File: src/rtl/fdc_srb_pkg.sv
package fdc_srb_pkg;

   localparam int PIN_W   = 10;
   localparam int VIEW_W  = 8;
   localparam int EVT_N   = 3;
   localparam int TGL_N   = 2;

   // event channel order inside the edge vector
   localparam int EVT_WG  = 0;
   localparam int EVT_RD  = 1;
   localparam int EVT_WD  = 2;

   typedef struct packed {
      logic       drv2_n;
      logic [3:0] ds_n;
      logic       wdata_n;
      logic       rdata_n;
      logic       wgate;
      logic       mtr1;
      logic       mtr0;
   } fdc_pins_t;

   // inactive level of every pin; synchronizers restart here so no false edge appears
   localparam fdc_pins_t PINS_IDLE = '{
      drv2_n : 1'b1,
      ds_n   : 4'hF,
      wdata_n: 1'b1,
      rdata_n: 1'b1,
      wgate  : 1'b0,
      mtr1   : 1'b0,
      mtr0   : 1'b0
   };

   // idle level of {wdata_n, rdata_n, wgate}
   localparam logic [EVT_N-1:0] EVT_IDLE = 3'b110;

   typedef enum logic {
      LAYOUT_NORMAL = 1'b0,
      LAYOUT_COMPAT = 1'b1
   } fdc_layout_e;

endpackage

File: src/rtl/fdc_srb_sync.sv
module fdc_srb_sync #(
   parameter int             W       = 1,
   parameter int             STAGES  = 2,
   parameter logic [W-1:0]   RST_VAL = '0
) (
   input  logic         clk,
   input  logic         rst,
   input  logic [W-1:0] d,
   output logic [W-1:0] q
);

   initial begin
      assert (STAGES >= 2) else $fatal(1, "fdc_srb_sync: STAGES below 2");
      assert (W >= 1)      else $fatal(1, "fdc_srb_sync: W below 1");
   end

   logic [W-1:0] chain [STAGES];

   genvar gi;
   generate
      for (gi = 0; gi < STAGES; gi++) begin : g_stage
         if (gi == 0) begin : g_first
            always_ff @(posedge clk) begin
               if (rst) chain[gi] <= RST_VAL;
               else     chain[gi] <= d;
            end
         end else begin : g_next
            always_ff @(posedge clk) begin
               if (rst) chain[gi] <= RST_VAL;
               else     chain[gi] <= chain[gi-1];
            end
         end
      end
   endgenerate

   assign q = chain[STAGES-1];

endmodule

File: src/rtl/fdc_srb_edge.sv
module fdc_srb_edge #(
   parameter int           W       = 1,
   parameter logic [W-1:0] RST_VAL = '0
) (
   input  logic         clk,
   input  logic         rst,
   input  logic [W-1:0] lvl,
   output logic [W-1:0] rise
);

   logic [W-1:0] prev_q;

   always_ff @(posedge clk) begin
      if (rst) prev_q <= RST_VAL;
      else     prev_q <= lvl;
   end

   assign rise = lvl & ~prev_q;

endmodule

File: src/rtl/fdc_srb_toggle.sv
module fdc_srb_toggle #(
   parameter int N = 1
) (
   input  logic         clk,
   input  logic         rst,
   input  logic [N-1:0] evt,
   output logic [N-1:0] tgl
);

   genvar gi;
   generate
      for (gi = 0; gi < N; gi++) begin : g_bit
         always_ff @(posedge clk) begin
            if (rst)          tgl[gi] <= 1'b0;
            else if (evt[gi]) tgl[gi] <= ~tgl[gi];
         end
      end
   endgenerate

endmodule

File: src/rtl/fdc_srb_sticky.sv
module fdc_srb_sticky #(
   parameter int N = 1
) (
   input  logic         clk,
   input  logic         rst,
   input  logic [N-1:0] set,
   input  logic         clr,
   output logic [N-1:0] flag
);

   genvar gi;
   generate
      for (gi = 0; gi < N; gi++) begin : g_bit
         // a set in the clearing cycle survives
         always_ff @(posedge clk) begin
            if (rst)          flag[gi] <= 1'b0;
            else if (set[gi]) flag[gi] <= 1'b1;
            else if (clr)     flag[gi] <= 1'b0;
         end
      end
   endgenerate

endmodule

File: src/rtl/fdc_status_b.sv
module fdc_status_b
   import fdc_srb_pkg::*;
#(
   parameter int SYNC_STAGES = 2,
   parameter bit COMPAT_EN   = 1'b1
) (
   input  logic       clk,
   input  logic       hw_rst,
   input  logic       sw_rst,
   input  logic       mode_compat,
   input  logic       rd_stb,
   input  logic       dir_rd,
   input  logic       dor_ds0,
   input  logic       mtr0,
   input  logic       mtr1,
   input  logic       wgate,
   input  logic       rdata_n,
   input  logic       wdata_n,
   input  logic [3:0] ds_n,
   input  logic       drv2_n,
   output logic [7:0] rd_data
);

   initial begin
      assert (SYNC_STAGES >= 2) else $fatal(1, "fdc_status_b: SYNC_STAGES below 2");
      assert (VIEW_W == 8)      else $fatal(1, "fdc_status_b: view width must be 8");
   end

   fdc_pins_t         pins_raw;
   fdc_pins_t         pins_s;
   logic [PIN_W-1:0]  pins_s_vec;
   logic [EVT_N-1:0]  evt_lvl;
   logic [EVT_N-1:0]  evt_rise;
   logic [TGL_N-1:0]  tgls;
   logic [EVT_N-1:0]  flags;
   logic              dor_q;
   logic [VIEW_W-1:0] norm_view;
   logic [VIEW_W-1:0] cmp_view;
   logic [VIEW_W-1:0] sel_view;
   fdc_layout_e       layout;

   always_comb begin
      pins_raw.drv2_n  = drv2_n;
      pins_raw.ds_n    = ds_n;
      pins_raw.wdata_n = wdata_n;
      pins_raw.rdata_n = rdata_n;
      pins_raw.wgate   = wgate;
      pins_raw.mtr1    = mtr1;
      pins_raw.mtr0    = mtr0;
   end

   fdc_srb_sync #(
      .W      (PIN_W),
      .STAGES (SYNC_STAGES),
      .RST_VAL(PINS_IDLE)
   ) u_sync (
      .clk(clk),
      .rst(hw_rst),
      .d  (pins_raw),
      .q  (pins_s_vec)
   );

   assign pins_s  = fdc_pins_t'(pins_s_vec);
   assign evt_lvl = {pins_s.wdata_n, pins_s.rdata_n, pins_s.wgate};

   fdc_srb_edge #(
      .W      (EVT_N),
      .RST_VAL(EVT_IDLE)
   ) u_edge (
      .clk (clk),
      .rst (hw_rst),
      .lvl (evt_lvl),
      .rise(evt_rise)
   );

   fdc_srb_toggle #(.N(TGL_N)) u_tgl (
      .clk(clk),
      .rst(hw_rst),
      .evt({evt_rise[EVT_WD], evt_rise[EVT_RD]}),
      .tgl(tgls)
   );

   always_ff @(posedge clk) begin
      if (hw_rst) dor_q <= 1'b0;
      else        dor_q <= dor_ds0;
   end

   assign norm_view = {2'b11, dor_q, tgls[1], tgls[0],
                       pins_s.wgate, pins_s.mtr1, pins_s.mtr0};

   generate
      if (COMPAT_EN) begin : g_compat
         fdc_srb_sticky #(.N(EVT_N)) u_flags (
            .clk (clk),
            .rst (hw_rst),
            .set (evt_rise),
            .clr (dir_rd | sw_rst),
            .flag(flags)
         );
         assign cmp_view = {pins_s.drv2_n, pins_s.ds_n[1], pins_s.ds_n[0],
                            flags[EVT_WD], flags[EVT_RD], flags[EVT_WG],
                            pins_s.ds_n[3], pins_s.ds_n[2]};
         assign layout   = fdc_layout_e'(mode_compat);
      end else begin : g_normal_only
         assign flags    = '0;
         assign cmp_view = '0;
         assign layout   = LAYOUT_NORMAL;
      end
   endgenerate

   always_comb begin
      unique case (layout)
         LAYOUT_COMPAT: sel_view = cmp_view;
         default:       sel_view = norm_view;
      endcase
   end

   assign rd_data = rd_stb ? sel_view : '0;

endmodule

File: config.mk
export PLATFORM = sky130hd
export DESIGN_NAME = fdc_status_b
export DESIGN_NICKNAME = d
export VERILOG_FILES = /design/src/rtl/fdc_srb_pkg.sv /design/src/rtl/fdc_srb_sync.sv /design/src/rtl/fdc_srb_edge.sv /design/src/rtl/fdc_srb_toggle.sv /design/src/rtl/fdc_srb_sticky.sv /design/src/rtl/fdc_status_b.sv
export SDC_FILE = /design/constraint.sdc
export NUM_CORES = 1
export LEC_CHECK = 0
export BUFFER_PORTS_ARGS = -buffer_cell sky130_fd_sc_hd__buf_2
export CAP_MARGIN = 40
export CORE_MARGIN = 5
export CORE_UTILIZATION = 51
export CTS_CLUSTER_DIAMETER = 40
export DETAILED_ROUTE_END_ITERATION = 8
export PLACE_DENSITY = 0.86
export SKIP_LAST_GASP = 1
export SLEW_MARGIN = 20
export SYNTH_ARGS = -nofsm -noshare
export SYNTH_HDL_FRONTEND = slang
export SYNTH_SLANG_ARGS = --single-unit
File: constraint.sdc
create_clock -name clk -period 1.3 [get_ports clk]
set_input_delay 0.26 -clock clk [delete_from_list [all_inputs] [get_ports clk]]
set_output_delay 0.26 -clock clk [all_outputs]
set_load 0.1 [all_outputs]
=== Word level (Yosys, flattened, before mapping) ===
Memories as Yosys holds them, arrays and structs flattened.
Cells that the tools add are included.
Widths: inputs -> output; s select.

* Shift operators: 0
* Eq/ne operators: 0
* $add $sub $neg: 0
* Order comparisons: 0
* Div/mod/pow operators: 0
* Reduce and logical (&&, ||, !) cells: 3
* Bitwise gates (word level): 7
* Multipliers: 0
* Mux-type cells: 11

{| class="wikitable"
|+ Operators by type and width
! operator !! number
|-
| $mux 10 || 2
|-
| $mux 8 || 2
|-
| $mux 1 || 7
|-
| $reduce_bool 2->1 || 3
|-
| $and 3x3->3 || 1
|-
| $not 3->3 || 1
|-
| $or 1x1->1 || 3
|-
| $not 1->1 || 2
|}

* Latch bits: 0
* Memory bits (writable): 20
* Memories kept: 1
* Word-level logic and storage cells: 29
* Memory bits (read-only): 0
* Bits in registers: 9

{| class="wikitable"
|+ Memory list
! name !! depth !! width !! read ports !! clocked after Yosys merged registers in !! wr ports !! line !! RTL
|-
| u_sync.chain || 2 || 10 || 2 || 0 || 2 || fdc_srb_sync.sv:17 || <nowiki>logic [W-1:0] chain [STAGES];</nowiki>
|}

=== Logic depth before layout (Yosys ltp) ===
* Depth in word-level cells: 3
* Depth in mapped cells: 3
* Mapped depth without buffers: 2

=== Hierarchy ===
A second synthesis with hierarchy kept.

* Cells, all modules: 89
* Area total of the unflattened synthesis: 982.2 um^2

{| class="wikitable"
|+ Modules (own cells, without submodules)
! module !! cells an instance !! instances !! area each (um^2)
|-
| fdc_srb_sync || 42 || 1 || 548.0
|-
| fdc_status_b || 20 || 1 || 163.9
|-
| fdc_srb_sticky || 12 || 1 || 105.1
|-
| fdc_srb_edge || 9 || 1 || 100.1
|-
| fdc_srb_toggle || 6 || 1 || 65.1
|}

=== Least setup slack after synthesis ===
Ideal clock, no wire load.

* Path kind: input port to output port
* From: input port mode_compat
* To: output port rd_data[6]
* Arrival time: 2581 ps
* Stages: 2
* Slack: -1541 ps
* Cell sequence: buf_4 -> a21boi_0

* Longest elaborated chain between the ends: 2

{| class="wikitable"
|+ Ends and longest elaborated chain
! what !! line !! RTL
|-
| start: declaration || fdc_status_b.sv:10 || <nowiki>input logic mode_compat,</nowiki>
|-
| $mux 8 || fdc_status_b.sv:112 || <nowiki>unique case (layout)</nowiki>
|-
| $mux 8 || fdc_status_b.sv:118 || <nowiki>assign rd_data = rd_stb ? sel_view : '0;</nowiki>
|-
| end: declaration || fdc_status_b.sv:21 || <nowiki>output logic [7:0] rd_data</nowiki>
|}

No other way between the ends.

=== Final worst setup path ===
* From: register u_tgl.tgl[1]
* To: output port rd_data[4]

* Longest elaborated chain between the ends: 2

{| class="wikitable"
|+ Ends and longest elaborated chain
! what !! line !! RTL
|-
| start: declaration || fdc_srb_toggle.sv:7 || <nowiki>output logic [N-1:0] tgl</nowiki>
|-
| start signal: indexed assignment || fdc_srb_toggle.sv:15 || <nowiki>else if (evt[gi]) tgl[gi] <= ~tgl[gi];</nowiki>
|-
| $mux 8 || fdc_status_b.sv:112 ||
|-
| $mux 8 || fdc_status_b.sv:118 ||
|}

No other way between the ends.

==> key figures <==
Timing
  • Fmax: 0.7503 GHz
  • Slew headroom: 0.7003
  • Number of endpoints failing setup at the final stage: 7
  • Final period utilization: 1.025
  • Maximum clock skew at final layout: 0.009068 ns
  • Min setup slack post-route: -0.03282 ns
  • RSZ-0062 raised after global routing: true
  • Actual slew at the worst max-slew pin: 0.4495 ns
  • Final Slew Violations: 0
  • Number of endpoints with negative hold slack in the final report: 0
  • Final worst path period need: 1.333 ns
  • Setup Total Neg Slack: -0.1090 ns

Clock tree
  • Clock Root Buffer: clkbuf_4
  • Clock sinks: 29
  • Clock transition at the register clock pins on the worst setup and hold paths after CTS: 0.08 ns
  • Clock tree from TritonCTS: done
  • Inserted Clock Buffers: 5
  • Level count of the clock H-tree: 2
  • Clock latency on the worst-skew pair: 0.31 ns
  • Quantity of hold-fixing buffers added after cts: 0
  • Largest buffer count on any clock path: 2

Worst setup path
  • Worst setup EP type: output port
  • Data required time at the worst endpoint: 1.04 ns
  • Maximum fanout along the worst path: 3
  • Crit start category: flop
  • Critical Path Max Stage Delay: 0.37 ns
  • Slowest cell on the critical path: dfxtp_4
  • Cells along the critical path: mux2i_4 > nor2b_4 > buf_12
  • Critical path arrival: 1.07 ns
  • Critical Setup Path Class: flop to output port

Synth
  • Net count after synthesis: 105
  • Library cells used by synthesis: 15
  • Sequential-to-total area share from yosys stat: 0.5807
  • Post-Syn Area per Cell: 11.36 um^2
  • Seq cells post-synth: 29
  • Number of warning messages in the yosys log: 0
  • Cell area after synthesis: 999.7 um^2
  • Gate count of the mapped netlist: 88

Drt
  • Detailed Route Iter0 Violations: 0
  • Detailed-route wire length per cell: 11.61 um
  • Routed vias/inst: 4.404
  • Post-route ant nets: 0
  • Count of vias placed by the detailed router: 643
  • Wire length after detailed routing: 1695 um
  • Router iterations before antenna repair: 1
  • Number of DRC violations after detailed routing: 0

Placed design
  • Cell area after placement: 1311 um^2
  • Worst Setup Slack post-DPL: -0.01815 ns
  • GPL Wtd Cong: 0.6797
  • Input/output buffers: 24
  • Placed wire-length estimate after detailed placement: 1148 um

Final layout
  • Area growth from synthesis to layout: 44.81%
  • Share of cells above drive strength 1: 0.5882
  • Design area: 1448 um^2
  • Layout net count: 135
  • Diode count: 0
  • Most frequent cells in the layout: dfxtp_1 (18), buf_2 (15), nor2b_1 (10), dfxtp_2 (10), or2_1 (9)
  • Most common cell after layout, fill and taps aside: dfxtp_1
  • FILL cells: 141

Global route
  • GR Util met2: 0.2231
  • Global-route wire length before repair: 2691 um
  • Final global-route overflow total: 0
  • Met3 layer usage reported by global route: 0.04905
  • Number of antenna violations at the first check in global routing: 0
  • Pin count of the biggest net entering global routing: 32
  • Vias in the first global route: 648
  • Global-route met1 utilization: 0.1424
  • GRT Resource Usage Total: 0.1344
  • GR peak layer: met2

Die
  • DIE AREA: 2946 um^2
  • Standard-cell rows: 16
  • Width of the chip: 54.28 um
  • CORE AREA: 1922 um^2
  • Die H: 54.28 um
  • Initial standard-cell utilization of the core: 0.5202
  • Number of primary I/O pins: 25

Outcome
  • Status: complete, but fails checks
  • Violations in the final reports: setup timing

Power
  • Total power: 1.708 mW
  • Net Sw Power: 0.4377 mW
  • Pwr dens: 1180 nW/um^2
  • Leakage power figure: 0.5856 nW
  • Maximum resistive drop on vdd: 0.8161 mV
  • Share of power burned in the clock network: 0.280
  • Net switching fraction of the power: 0.2563
  • Total internal power: 1.270 mW
  • Combinational cell fraction of total power: 0.167
  • Flop pwr share: 0.552

Job
  • Max-cap violations: 0

Worst hold path
  • Min-delay worst type: input pin to flop
[registers in the layout (all words and copies together) (netlist names)]
name / count
u_tgl.tgl: 2
u_sync.chain: 20
dor_q: 1
g_compat.u_flags.flag: 3
u_edge.prev_q: 3
[routing by layer]
| metal | share of wire | vias up | routed length (um) |
|---|---|---|---|
| li1 | - | 336 | - |
| met1 | 0.41 | 287 | 695 |
| met2 | 0.51 | 17 | 862 |
| met3 | 0.065 | 3 | 111 |
| met4 | 0.015 | 0 | 25 |
| met5 | 0 | - | 0 |
[final timing paths]
check / cells after the start / slack, ns / end / from
worst max register to register: 3 / 0.26 / g_compat.u_flags.flag[0]$_SDFFE_PP0P_ / g_compat.u_flags.flag[0]$_SDFFE_PP0P_
worst max-delay path: 3 / -0.03 / rd_data[4] / u_tgl.tgl[1]$_SDFFE_PP0P_
worst min-delay path: 2 / 0.13 / u_sync.chain[0][9]$_SDFF_PP1_ / drv2_n
worst min register to register: 1 / 0.40 / u_sync.chain[1][3]$_SDFF_PP1_ / u_sync.chain[0][3]$_SDFF_PP1_
[cells in the mapped netlist, drive strengths merged]
cell | count | area [um^2]
nor2b | 16 | 100.1
inv | 2 | 7.510
mux2 | 2 | 22.52
a21boi | 2 | 15.01
dfxtp | 29 | 580.6
nor2 | 2 | 7.510
or2 | 16 | 100.1
buf | 4 | 35.03
or3b | 3 | 26.28
mux2i | 6 | 60.06
nand2b | 3 | 18.77
a21oi | 3 | 26.28
[worst max-delay path, delay by kind of cell, from the launching register on]
kind / cells / cell delay, ns
multiplexers: 1 / 0.17
flip-flops: 1 / 0.37
buffers and inverters: 1 / 0.16
AND/OR/NAND/NOR: 1 / 0.06
[power groups by stage]
stage          combinational (mW)  sequential (mW)  clock [mW]
2_1_floorplan               0.188            0.954           0
3_3_place_gp                0.263            0.956           0
3_5_place_dp                0.268            0.958           0
4_1_cts                     0.276            0.941       0.504
5_1_grt                     0.302            0.947       0.546
6_report                    0.286            0.943       0.479
[through the flow]
stage / std cells / util / hold WS, ns
after global placement: 136 / 0.6823 / 0.3846
after floorplan: 88 / - / 0.3571
after global routing: 146 / 0.7533 / 0.1148
final: 146 / 0.7533 / 0.1281
after detailed placement: 136 / 0.6823 / 0.3936
after CTS: 145 / 0.7279 / 0.1137
[logic make-up (layout without fill, tap and decap cells)]
| logic type | Yosys count | in the layout | share of synthesized area |
|---|---|---|---|
| AOI/OAI and AO/OA | 5 | 5 | 0.04130 |
| muxes | 8 | 8 | 0.08260 |
| buffers and inverters | 6 | 37 | 0.04255 |
| DFF | 29 | 29 | 0.5807 |
| and+or+nand+nor | 40 | 40 | 0.2528 |
[cell type report]
class	count	area (um^2)	share of cell area
Tap cell	27	33.78	0.02334
Clock buffer	8	48.80	0.03371
Inverter	2	7.507	0.005186
Timing Repair Buffer	27	265.3	0.1832
Sequential cell	29	596.8	0.4123
Multi-Input combinational cell	53	495.5	0.3423
[timing repair]
action	CTS	global route
pin swaps	2	1
gates resized for setup	11	12
gates cloned	0	0
endpoints found under the setup margin	8	8
buffers inserted	1	1
Power figures use the tool's default switching activity.
